[src/rtl/serial_rx_pkg.sv]
// Package: shared types for the framed serial word receiver.
// Assumes nothing beyond IEEE 1800-2017 enums.
package serial_rx_pkg;

    // Receiver sequencing states, in frame order
    typedef enum logic [2:0] {
        ST_IDLE     = 3'd0,
        ST_START_LO = 3'd1,
        ST_START_HI = 3'd2,
        ST_DATA     = 3'd3,
        ST_PARITY   = 3'd4,
        ST_STOP     = 3'd5
    } rx_state_t;

endpackage

[src/rtl/line_sync.sv]
// Module: line_sync
// Brings an asynchronous line into the clock domain through a chain of flops.
// Assumes STAGES >= 2. The chain resets high so that reset looks like an idle line.
module line_sync #(
    parameter int STAGES = 2
) (
    input  logic clk,
    input  logic rst_n,
    input  logic din,
    output logic dout
);

    logic [STAGES-1:0] chain_q;

    // Shift the raw line through the synchroniser chain
    always_ff @(posedge clk) begin
        if (!rst_n) begin
            chain_q <= '1;
        end else begin
            chain_q <= {chain_q[STAGES-2:0], din};
        end
    end

    assign dout = chain_q[STAGES-1];

endmodule

[src/rtl/frame_fsm.sv]
// Module: frame_fsm
// Finds the start pattern, then reads the data, parity and stop bits of one
// frame. The result is given as one-cycle registered pulses.
// Assumes a synchronised line, SPB >= 2, SAMPLE_IDX < SPB and DATA_W >= 2.
module frame_fsm
    import serial_rx_pkg::*;
#(
    parameter int SPB        = 4,
    parameter int SAMPLE_IDX = 2,
    parameter int DATA_W     = 32
) (
    input  logic              clk,
    input  logic              rst_n,
    input  logic              line_s,
    output logic              done_ok,
    output logic              done_par,
    output logic              done_stop,
    output logic              done_fs,
    output logic [DATA_W-1:0] data_out
);

    localparam int PH_W  = (SPB > 1) ? $clog2(SPB) : 1;
    localparam int BIT_W = $clog2(DATA_W);
    localparam logic [PH_W-1:0]  PH_LAST  = PH_W'(SPB - 1);
    localparam logic [PH_W-1:0]  PH_SMP   = PH_W'(SAMPLE_IDX);
    localparam logic [PH_W-1:0]  PH_ONE   = PH_W'(1);
    localparam logic [BIT_W-1:0] BIT_LAST = BIT_W'(DATA_W - 1);

    rx_state_t         state_q;
    logic [PH_W-1:0]   phase_q;
    logic [BIT_W-1:0]  bit_q;
    logic [DATA_W-1:0] shift_q;
    logic              par_q;
    logic              par_bad;
    logic              at_last;
    logic              at_smp;

    // Decode the sample position and the parity check
    always_comb begin
        at_last = (phase_q == PH_LAST);
        at_smp  = (phase_q == PH_SMP);
        par_bad = ((^shift_q) ^ par_q);
    end

    // Step the frame sequence and register the per-frame result pulses
    always_ff @(posedge clk) begin
        if (!rst_n) begin
            state_q   <= ST_IDLE;
            phase_q   <= '0;
            bit_q     <= '0;
            shift_q   <= '0;
            par_q     <= 1'b0;
            done_ok   <= 1'b0;
            done_par  <= 1'b0;
            done_stop <= 1'b0;
            done_fs   <= 1'b0;
            data_out  <= '0;
        end else begin
            done_ok   <= 1'b0;
            done_par  <= 1'b0;
            done_stop <= 1'b0;
            done_fs   <= 1'b0;
            case (state_q)
                ST_IDLE: begin
                    if (!line_s) begin
                        state_q <= ST_START_LO;
                        phase_q <= PH_ONE;
                    end
                end
                ST_START_LO: begin
                    if (line_s) begin
                        done_fs <= 1'b1;
                        state_q <= ST_IDLE;
                        phase_q <= '0;
                    end else if (at_last) begin
                        state_q <= ST_START_HI;
                        phase_q <= '0;
                    end else begin
                        phase_q <= phase_q + PH_ONE;
                    end
                end
                ST_START_HI: begin
                    if (!line_s) begin
                        done_fs <= 1'b1;
                        state_q <= ST_IDLE;
                        phase_q <= '0;
                    end else if (at_last) begin
                        state_q <= ST_DATA;
                        phase_q <= '0;
                        bit_q   <= '0;
                    end else begin
                        phase_q <= phase_q + PH_ONE;
                    end
                end
                ST_DATA: begin
                    if (at_smp) begin
                        shift_q <= {line_s, shift_q[DATA_W-1:1]};
                    end
                    if (at_last) begin
                        phase_q <= '0;
                        if (bit_q == BIT_LAST) begin
                            state_q <= ST_PARITY;
                        end else begin
                            bit_q <= bit_q + 1'b1;
                        end
                    end else begin
                        phase_q <= phase_q + PH_ONE;
                    end
                end
                ST_PARITY: begin
                    if (at_smp) begin
                        par_q <= line_s;
                    end
                    if (at_last) begin
                        state_q <= ST_STOP;
                        phase_q <= '0;
                    end else begin
                        phase_q <= phase_q + PH_ONE;
                    end
                end
                ST_STOP: begin
                    if (at_smp) begin
                        done_ok   <= !par_bad && line_s;
                        done_par  <= par_bad;
                        done_stop <= !line_s;
                        data_out  <= shift_q;
                        state_q   <= ST_IDLE;
                        phase_q   <= '0;
                    end else begin
                        phase_q <= phase_q + PH_ONE;
                    end
                end
                default: begin
                    state_q <= ST_IDLE;
                    phase_q <= '0;
                end
            endcase
        end
    end

endmodule

[src/rtl/chan_health.sv]
// Module: chan_health
// Counts rejected frames with a saturating counter and disables the channel
// at a programmable limit. Assumes the good and bad inputs are one-cycle
// pulses that never occur together. A limit of 0 turns disabling off.
module chan_health #(
    parameter int CNT_W = 4
) (
    input  logic             clk,
    input  logic             rst_n,
    input  logic             frame_good,
    input  logic             frame_bad,
    input  logic [CNT_W-1:0] limit,
    input  logic             reenable,
    output logic             disabled
);

    localparam logic [CNT_W-1:0] CNT_MAX = '1;

    logic [CNT_W-1:0] cnt_q;
    logic [CNT_W-1:0] cnt_next;
    logic             trip;
    logic             dis_q;

    // Next count: re-enable and good frames clear it, rejects saturate upward
    always_comb begin
        if (reenable || frame_good) begin
            cnt_next = '0;
        end else if (frame_bad && (cnt_q != CNT_MAX)) begin
            cnt_next = cnt_q + 1'b1;
        end else begin
            cnt_next = cnt_q;
        end
        trip = frame_bad && !reenable && (limit != '0) && (cnt_next >= limit);
    end

    // Hold the count and the sticky disable state
    always_ff @(posedge clk) begin
        if (!rst_n) begin
            cnt_q <= '0;
            dis_q <= 1'b0;
        end else begin
            cnt_q <= cnt_next;
            dis_q <= reenable ? 1'b0 : (dis_q | trip);
        end
    end

    assign disabled = dis_q;

endmodule

[src/rtl/serial_frame_rx.sv]
// Module: serial_frame_rx (top)
// Framed serial word receiver: synchroniser, frame sequencer and channel
// health tracker. Assumes a line that idles high and bits of exactly SPB cycles.
module serial_frame_rx #(
    parameter int SPB         = 4,
    parameter int SAMPLE_IDX  = 2,
    parameter int DATA_W      = 32,
    parameter int SYNC_STAGES = 2,
    parameter int CNT_W       = 4
) (
    input  logic              clk,
    input  logic              rst_n,
    input  logic              line_in,
    input  logic [CNT_W-1:0]  err_limit,
    input  logic              chan_reenable,
    output logic              word_valid,
    output logic [DATA_W-1:0] word_data,
    output logic              parity_err,
    output logic              stop_err,
    output logic              false_start,
    output logic              chan_disabled
);

    logic line_s;
    logic ok_p;
    logic par_p;
    logic stop_p;
    logic fs_p;
    logic bad_p;

    line_sync #(.STAGES(SYNC_STAGES)) u_sync (
        .clk   (clk),
        .rst_n (rst_n),
        .din   (line_in),
        .dout  (line_s)
    );

    frame_fsm #(
        .SPB        (SPB),
        .SAMPLE_IDX (SAMPLE_IDX),
        .DATA_W     (DATA_W)
    ) u_fsm (
        .clk       (clk),
        .rst_n     (rst_n),
        .line_s    (line_s),
        .done_ok   (ok_p),
        .done_par  (par_p),
        .done_stop (stop_p),
        .done_fs   (fs_p),
        .data_out  (word_data)
    );

    // Any rejected frame feeds the health counter
    always_comb begin
        bad_p = par_p | stop_p | fs_p;
    end

    chan_health #(.CNT_W(CNT_W)) u_health (
        .clk        (clk),
        .rst_n      (rst_n),
        .frame_good (ok_p),
        .frame_bad  (bad_p),
        .limit      (err_limit),
        .reenable   (chan_reenable),
        .disabled   (chan_disabled)
    );

    // Present results; a disabled channel withholds its strobe
    always_comb begin
        word_valid  = ok_p & ~chan_disabled;
        parity_err  = par_p;
        stop_err    = stop_p;
        false_start = fs_p;
    end

endmodule

[config.mk]
export PLATFORM = sky130hd
export DESIGN_NAME = serial_frame_rx
export DESIGN_NICKNAME = d
export VERILOG_FILES = /design/src/rtl/serial_rx_pkg.sv /design/src/rtl/line_sync.sv /design/src/rtl/frame_fsm.sv /design/src/rtl/chan_health.sv /design/src/rtl/serial_frame_rx.sv
export SDC_FILE = /design/constraint.sdc
export NUM_CORES = 1
export LEC_CHECK = 0
export BUFFER_PORTS_ARGS = -buffer_cell sky130_fd_sc_hd__buf_2
export CAP_MARGIN = 30
export CORE_ASPECT_RATIO = 1.4
export CORE_MARGIN = 2
export CORE_UTILIZATION = 30
export CTS_BUF_LIST = sky130_fd_sc_hd__clkbuf_16
export DETAILED_ROUTE_END_ITERATION = 8
export PLACE_DENSITY_LB_ADDON = 0.12
export SYNTH_ARGS = -nofsm -noshare
export SYNTH_HDL_FRONTEND = slang
export SYNTH_SLANG_ARGS = --single-unit
[constraint.sdc]
create_clock -name clk -period 2.9 [get_ports clk]
set_input_delay 0.58 -clock clk [delete_from_list [all_inputs] [get_ports clk]]
set_output_delay 0.58 -clock clk [all_outputs]
set_load 0.01 [all_outputs]
==> results by group, run 1 <==
Worst setup path
  – Endpoint kind of the worst setup timing path: register
  – Worst R2R Path Depth: 11
  – Data arrival time of the worst path: approximately 2.6 ns
  – Worst Setup Path Type: reg2reg
  – Critical Path Start Type: register
  – Max Fanout on Critical Path: 3
  – Critical path required time: between 3 and 4 ns

Yosys
  – Net count after synthesis: about 480
  – Multiplexer area fraction after synthesis: 0.00815
  – Complex-gate fraction of the synthesized area: 0.133
  – Share of the yosys chip area belonging to registers: 0.467
  – Adder and majority gate portion of the synthesized area: 0.0374
  – Total of warnings raised by yosys: 0
  – Number of synthesized flops with an enable pin: 0
  – Post-Syn Instances: 460
  – Dominant synthesized flop cell: dfxtp_1
  – Post-synthesis share of cell area spent on xor and xnor gates: 0.0846
  – Main combinational cell family by area after synthesis: simple AND/OR/NAND/NOR gates
  – Number of flip-flops and latches in the synthesized netlist: between 80 and 90
  – Post-synthesis cell area: between 3000 and 4000 µm²
  – Synthesized area per cell: between 8 and 9 µm²
  – Cell variety after synth: 37
  – Post-Synth Simple-Gate Area: 0.230
  – Fraction of synthesis flops using an asynchronous set or reset pin: 0

Clocking
  – Clock root buffer: clkbuf_16
  – Post_cts resized: 0
  – Number of hold buffers added after CTS: 0
  – Clock tree from TritonCTS: yes
  – Number of levels in the clock H-tree: 3
  – Clock latency of the later-clocked register in the worst-skew pair: around 0.34 ns
  – Max clock buf depth: 2
  – Post-CTS clock slew at the launch and capture registers of the worst setup and hold paths: ~0.060 ns
  – Cts bufs inserted: 9
  – Post-CTS setup-driven buffer insertion count: 0
  – TritonCTS Sinks: 86

STA
  – Hold Fails Final Rpt: 0
  – Max-slew headroom at the worst pin: 0.620
  – Pin slew with the least headroom to its limit: ~0.57 ns
  – Number of pins exceeding their max-slew limit in the final report: 0
  – RSZ-0062 raised after global routing: false
  – Final setup skew: around 0.0055 ns
  – Upper clock frequency limit: between 400 and 500 MHz
  – Post-Route Hold Slack: about 0.4 ns
  – Setup total negative slack: 0 ns
  – Final worst path period need: roughly 2.4 ns
  – Period utilization: 0.844
  – Number of endpoints failing setup at the final stage: 0

Global routing
  – Number of global-route vias before repair: between 2000 and 3000
  – Pin count of the biggest net entering global routing: about 50
  – Tot GR Track Use: 0.127
  – Remaining global-route overflow: 0
  – Antenna violations before repair: 0
  – Wire length of the first global-routing pass: 13.6 mm

Power and ir drop
  – Sequential Power Share: 0.503
  – Internal power summed over all cells: between 1.5 and 2 mW
  – Part of the total power dissipated in combinational logic: 0.024
  – Proportion of total power due to net switching: 0.212
  – Worst-case vdd ir drop: between 0.0002 and 0.0003 V
  – Leakage dissipation: 1.66 nW
  – Clock network power share: 0.473
  – Switching pwr: roughly 0.5 mW
  – Power per unit of standard cell area: approximately 540 nW/µm²

Floorplanning
  – Die height: around 140 µm
  – Initial Utilization: 0.310
  – Floorplan Core Area: approximately 12000 µm²
  – Std-Cell Rows: between 40 and 50
  – # IOs: 45
  – Area enclosed by the die boundary: approximately 13000 µm²
  – Die extent in x: around 98 µm

Cells and area
  – Fillcell total: about 1300
  – Fraction of final layout cells sized beyond drive strength 1: 0.140
  – Most frequent standard cell in the layout excluding fill and tap cells: nand2_1
  – Net count of the finished layout: roughly 520
  – Count of antenna diodes in the layout: 0
  – Area used by multi-input combinational logic: ~1800 µm²
  – Area growth from synthesis to final layout: 18.1%
  – Top library cells by usage in the layout, fill and taps aside: nand2_1, dfxtp_1, a21oi_1
  – Storage element area: 1720 µm²

Placed design
  – Final weighted congestion in routability-driven placement: roughly 0.75
  – HPWL Detailed: 5.42 mm
  – Port Buffers: 44

Detailed routing
  – Post-detailed-route via-to-cell ratio: about 4.7
  – Initial drt markers: between 80 and 90
  – Routed wire length: just under 8 mm
  – Via count: between 3000 and 4000
  – DRC: 0
  – Post-detailed-route count of antenna-violating nets: 0
  – Drt first pass iters: 4
  – Wire per inst: 12.2 µm

Job
  – Number of max-capacitance violations reported: 0

Hold path
  – Class of the most critical hold timing path: reg2reg
  – Worst hold stages: 1

Run status
  – Outcome: completed
## worst max-delay path, stage by stage (launching register included)
cell and delay [ns]:
dfxtp_1 0.33, ha_1 0.22, a31oi_1 0.24, xnor2_1 0.08, or3_1 0.34, ha_1 0.27, nand2b_1 0.14, a21o_1 0.18
a21o_1 0.17, a21o_1 0.17, a21oi_1 0.13, nor3_1 0.05
## path summary, 6_finish.rpt
| kind | slack, ns | end | start |
|---|---|---|---|
| max reg2reg | 0.45 | u_health.disabled$_SDFF_PP0_ | u_health.cnt_q[0]$_SDFF_PN0_ |
| min | 0.41 | u_sync.chain_q[1]$_SDFF_PN1_ | u_sync.chain_q[0]$_SDFF_PN1_ |
| max | 0.45 | u_health.disabled$_SDFF_PP0_ | u_health.cnt_q[0]$_SDFF_PN0_ |
| min reg2reg | 0.41 | u_sync.chain_q[1]$_SDFF_PN1_ | u_sync.chain_q[0]$_SDFF_PN1_ |
## registers in the layout, indices dropped and copies added, names as in the netlist
| register | count |
|---|---|
| u_fsm.done_par | 1 |
| u_health.disabled | 1 |
| u_sync.chain_q | 2 |
| u_fsm.data_out | 32 |
| u_fsm.phase_q | 2 |
| u_fsm.bit_q | 5 |
| u_fsm.done_ok | 1 |
| u_fsm.par_q | 1 |
| u_fsm.done_stop | 1 |
| u_fsm.state_q | 3 |
| u_health.cnt_q | 4 |
| u_fsm.done_fs | 1 |
| u_fsm.shift_q | 32 |
## layer usage
metal	share of wire	up-vias	GRT usage
met2	0.50	33	0.212
met4	0.019	0	0.0579
li1	-	1588	-
met1	0.46	1406	0.159
met5	0	-	0
met3	0.029	11	0.0259
## kinds of logic (layout without fill, tap and decap cells)
| group | count (synthesis) | count (layout) |
|---|---|---|
| simple gates | 198 | 198 |
| compound gates | 91 | 91 |
| flops | 86 | 86 |
| buf+inv | 37 | 78 |
| xor+xnor | 34 | 34 |
| fa+ha+maj | 11 | 11 |
| mux | 3 | 3 |
## synth_stat cells, types with 2 or more instances
master,instances,share of area
a21o_1,3,0.0061
a21oi_1,76,0.10
a31oi_1,2,0.0034
and2_1,3,0.0051
and3_1,3,0.0051
buf_2,4,0.0054
clkbuf_1,24,0.024
dfxtp_1,86,0.47
ha_1,11,0.037
inv_1,7,0.0071
mux2i_1,3,0.0082
nand2_1,138,0.14
nand2b_1,5,0.0085
nand3_1,5,0.0068
nand3b_1,3,0.0061
nor2_1,17,0.017
nor2b_1,5,0.0085
nor3_1,8,0.011
nor4_1,5,0.0085
o21ai_0,3,0.0041
or3_1,2,0.0034
xnor2_1,27,0.064
xor2_1,6,0.014
## area by class of cell
cell class	count	area share
clock inverters	7	0.0150
flip-flops and latches	86	0.396
multi-input cells	337	0.418
clock buffers	9	0.0518
inverters	8	0.00690
repair buffers	54	0.0707
well taps	147	0.0423
## power by group through the flow
stage	clock (mW)	sequential, mW	combinational, mW
after floorplan	0	1.21	0.0395
after global placement	0	1.21	0.0572
after detailed placement	0	1.21	0.0583
after CTS	1.17	1.19	0.0587
after global routing	1.22	1.19	0.0652
final	1.12	1.19	0.0572
## through the flow
step / utilization / cells / area, µm² / power, mW / setup slack [ns]
floorplan: - / 460 / 3680 / 1.25 / 0.468
global placement: 0.342 / 632 / 4060 / 1.27 / 0.510
detailed placement: 0.342 / 632 / 4060 / 1.27 / 0.443
CTS: 0.366 / 648 / 4350 / 2.42 / 0.427
global route: 0.366 / 648 / 4350 / 2.47 / 0.209
finish: 0.366 / 648 / 4350 / 2.36 / 0.452
Power figures use the tool's default switching activity.
==> run 2, diff against run 1 <==
--- a/config.mk
+++ b/config.mk
@@ -5,6 +5,7 @@
 export SDC_FILE = /design/constraint.sdc
 export NUM_CORES = 1
 export LEC_CHECK = 0
+export ABC_AREA = 1
 export BUFFER_PORTS_ARGS = -buffer_cell sky130_fd_sc_hd__buf_2
 export CAP_MARGIN = 30
 export CORE_ASPECT_RATIO = 1.4
==> constraint.sdc (replaced) <==
create_clock -name clk -period 2.1 [get_ports clk]
set_input_delay 0.42 -clock clk [delete_from_list [all_inputs] [get_ports clk]]
set_output_delay 0.42 -clock clk [all_outputs]
set_load 0.01 [all_outputs]
==> run 2 against run 1 <==
Compared with the run above:
- clock-buffer cell count is the same
- flip-flop and latch count stayed put
- global-route usage increased by 0.41 points
- via count increased by 15%
- worst setup slack lost 0.33 ns
- clock skew shrank 0.00070 ns
- cell count up 16%
- critical path type unchanged
- critical endpoint unchanged
- largest cell class unchanged
- highest routed layer unchanged
==> results by group, run 2 <==
Yosys
  – Post-synthesis cell area: 3940 µm² (was 3680 µm²)
  – Share of the yosys chip area belonging to registers: 0.437 (was 0.467)
  – Fraction of synthesis flops using an asynchronous set or reset pin: 0 (unchanged)
  – Top post-synthesis cells by count: nand2_1, dfxtp_1, a21oi_1, o21ai_0, inv_1 (was nand2_1, dfxtp_1, a21oi_1, xnor2_1, clkbuf_1)
  – Number of flip-flops and latches in the synthesized netlist: 86 (unchanged)
  – Net count after synthesis: 576 (was 479)
  – Largest area contributor in the netlist: dfxtp_1 (unchanged)
  – Number of synthesized flops with an enable pin: 0 (unchanged)
  – Post-Syn Instances: 557 (was 460)
  – Main area contributors after synthesis: dfxtp_1, nand2_1, a21oi_1, o21ai_0, inv_1 (was dfxtp_1, nand2_1, a21oi_1, xnor2_1, ha_1)
  – Cell variety after synth: 35 (was 37)
  – Synthesized area per cell: 7.08 µm² (was 8.01 µm²)
  – Dominant synthesized flop cell: dfxtp_1 (unchanged)
  – Most frequent cell after synthesis: nand2_1 (unchanged)
  – Total of warnings raised by yosys: 0 (unchanged)
  – Fraction of post-synthesis cell area in the top cell type by area: 0.437 (was 0.467)

STA
  – Final setup skew: 0.00482 ns (was 0.00552 ns)
  – RSZ-0062 raised after global routing: true (was false)
  – Number of pins exceeding their max-slew limit in the final report: 0 (unchanged)
  – Upper clock frequency limit: 505 MHz (was 409 MHz)
  – Worst Setup Slack, final: 0.120 ns (was 0.452 ns)
  – Max-slew headroom at the worst pin: 0.631 (was 0.620)
  – Pin slew with the least headroom to its limit: 0.553 ns (was 0.569 ns)
  – Number of endpoints failing setup at the final stage: 0 (unchanged)
  – Final worst path period need: 1.98 ns (was 2.45 ns)
  – Post-Route Hold Slack: 0.254 ns (was 0.405 ns)
  – Hold Fails Final Rpt: 0 (unchanged)
  – Period utilization: 0.943 (was 0.844)

Floorplanning
  – Initial Utilization: 0.306 (was 0.310)
  – # IOs: 45 (unchanged)
  – Floorplan Core Area: 12900 µm² (was 11900 µm²)
  – Std-Cell Rows: 49 (was 47)
  – Area enclosed by the die boundary: 14100 µm² (was 13200 µm²)
  – Die height: 140 µm (was 135 µm)
  – Die extent in x: 101 µm (was 97.7 µm)

Global routing
  – Pin count of the biggest net entering global routing: 63 (was 49)
  – Wire length of the first global-routing pass: 14.9 mm (was 13.6 mm)
  – Number of global-route vias before repair: 3237 (was 2850)
  – Antenna violations before repair: 0 (unchanged)
  – Remaining global-route overflow: 0 (unchanged)
  – Tot GR Track Use: 0.132 (was 0.127)

Cells and area
  – Finished Core Util: 0.361 (was 0.366)
  – Net count of the finished layout: 614 (was 515)
  – Registers with the most flip-flops: u_fsm.data_out (32), u_fsm.shift_q (32), u_fsm.bit_q (5) (unchanged)
  – Final Non-Filler Cells: 753 (was 648)
  – Most frequent standard cell in the layout excluding fill and tap cells: nand2_1 (unchanged)
  – Top library cells by usage in the layout, fill and taps aside: nand2_1, dfxtp_1, a21oi_1 (unchanged)
  – Fraction of final layout cells sized beyond drive strength 1: 0.148 (was 0.140)
  – Area growth from synthesis to final layout: 17.7% (was 18.1%)
  – Count of antenna diodes in the layout: 0 (unchanged)

Worst setup path
  – Critical Path Start Type: register (unchanged)
  – Endpoint kind of the worst setup timing path: register (unchanged)
  – Critical path required time: 2.33 ns (was 3.10 ns)
  – Max Fanout on Critical Path: 4 (was 3)
  – Worst Setup Path Type: reg2reg (unchanged)
  – Data arrival time of the worst path: 2.21 ns (was 2.64 ns)

Clocking
  – Clock root buffer: clkbuf_16 (unchanged)
  – Cts bufs inserted: 9 (unchanged)
  – Clock latency of the later-clocked register in the worst-skew pair: 0.34 ns (about the same)
  – Post-CTS clock slew at the launch and capture registers of the worst setup and hold paths: 0.06 ns (about the same)
  – Number of levels in the clock H-tree: 3 (unchanged)
  – Max clock buf depth: 2 (unchanged)
  – TritonCTS Sinks: 86 (unchanged)
  – Clock tree from TritonCTS: yes (unchanged)
  – Number of hold buffers added after CTS: 0 (unchanged)

Run status
  – Outcome: completed (unchanged)

Placed design
  – Setup WS pre-CTS: 0.0583 ns (was 0.443 ns)
  – Final weighted congestion in routability-driven placement: 0.775 (was 0.746)
  – HPWL Detailed: 5.96 mm (was 5.42 mm)
  – Port Buffers: 44 (unchanged)
  – Number of placed cells counting well taps: 736 (was 632)

Power and ir drop
  – Power per unit of standard cell area: 842 nW/µm² (was 543 nW/µm²)
  – Worst-case vdd ir drop: 0.000363 V (was 0.000255 V)
  – Leakage dissipation: 2.11 nW (was 1.66 nW)

Detailed routing
  – Post-detailed-route via-to-cell ratio: 4.64 (was 4.69)
  – Routed wire length: 8.79 mm (was 7.93 mm)
  – DRC: 0 (unchanged)
  – Drt first pass iters: 4 (unchanged)
  – Initial drt markers: 157 (was 89)
  – Post-detailed-route count of antenna-violating nets: 0 (unchanged)
  – Via count: 3495 (was 3038)
  – Wire per inst: 11.7 µm (was 12.2 µm)

Hold path
  – Class of the most critical hold timing path: in2reg (was reg2reg)

Job
  – Number of max-capacitance violations reported: 0 (unchanged)
run 2: layout make-up:
class                           instances  area (µm²)
Clock buffer                            9         225
Timing Repair Buffer                   49         283
Sequential cell                        86        1720
Clock inverter                          7        72.6
Tap cell                              153         191
Fill cell                            1395        8230
Inverter                               67         255
Multi-Input combinational cell        382        1890
run 2: per-layer routing:
metal	wire length (µm)	GRT usage	vias up
met1	3960	0.156	1560
li1	-	-	1875
met3	370	0.0357	13
met5	0	0	-
met2	4240	0.217	47
met4	222	0.0633	0
run 2: report_power, final:
part / switching (mW) / internal, mW / leakage [nW]
sequential: 0.0577 / 1.69 / 0.694
combinational: 0.358 / 0.209 / 1.27
clock: 0.673 / 0.926 / 0.142
run 2: cells by family (layout without fill, tap and decap cells):
group | Yosys count | count (layout) | share of synthesized area
xor+xnor | 6 | 6 | 0.0133
simple gates | 221 | 221 | 0.240
buf+inv | 89 | 132 | 0.0885
compound gates | 144 | 144 | 0.187
fa+ha+maj | 11 | 11 | 0.0349
flops | 86 | 86 | 0.437
run 2: final timing paths:
check | end | cells after the start | slack (ns) | start
setup / recovery | u_health.disabled$_SDFF_PP0_ | 12 | 0.12 | u_fsm.done_stop$_SDFF_PN0_
hold / removal | u_health.disabled$_SDFF_PP0_ | 2 | 0.25 | chan_reenable
setup reg to reg | u_health.disabled$_SDFF_PP0_ | 12 | 0.12 | u_fsm.done_stop$_SDFF_PN0_
hold reg to reg | u_sync.chain_q[1]$_SDFF_PN1_ | 1 | 0.42 | u_sync.chain_q[0]$_SDFF_PN1_
run 2: critical path: stages (launching register included):
cell,delay (ns)
dfxtp_1,0.31
or3_4,0.39
nand2_2,0.11
inv_2,0.06
nor2_2,0.12
nor3_2,0.06
ha_1,0.30
inv_1,0.06
nor2_1,0.03
o211ai_1,0.15
nand3_1,0.09
a31oi_1,0.14
nor3_1,0.06
run 2: metrics by stage:
stage	power, mW	TNS [ns]	cell area (µm²)
after CTS	3.96	0	4620
after global routing	4.14	-0.0949	4640
after detailed placement	2.33	0	4320
after floorplan	2.20	0	3940
final	3.91	0	4640
after global placement	2.32	0	4320
run 2: timing repair:
item	4_1_cts	5_1_grt
endpoints found under the setup margin	0	1
setup buffers	0	1
gates resized for setup	0	4
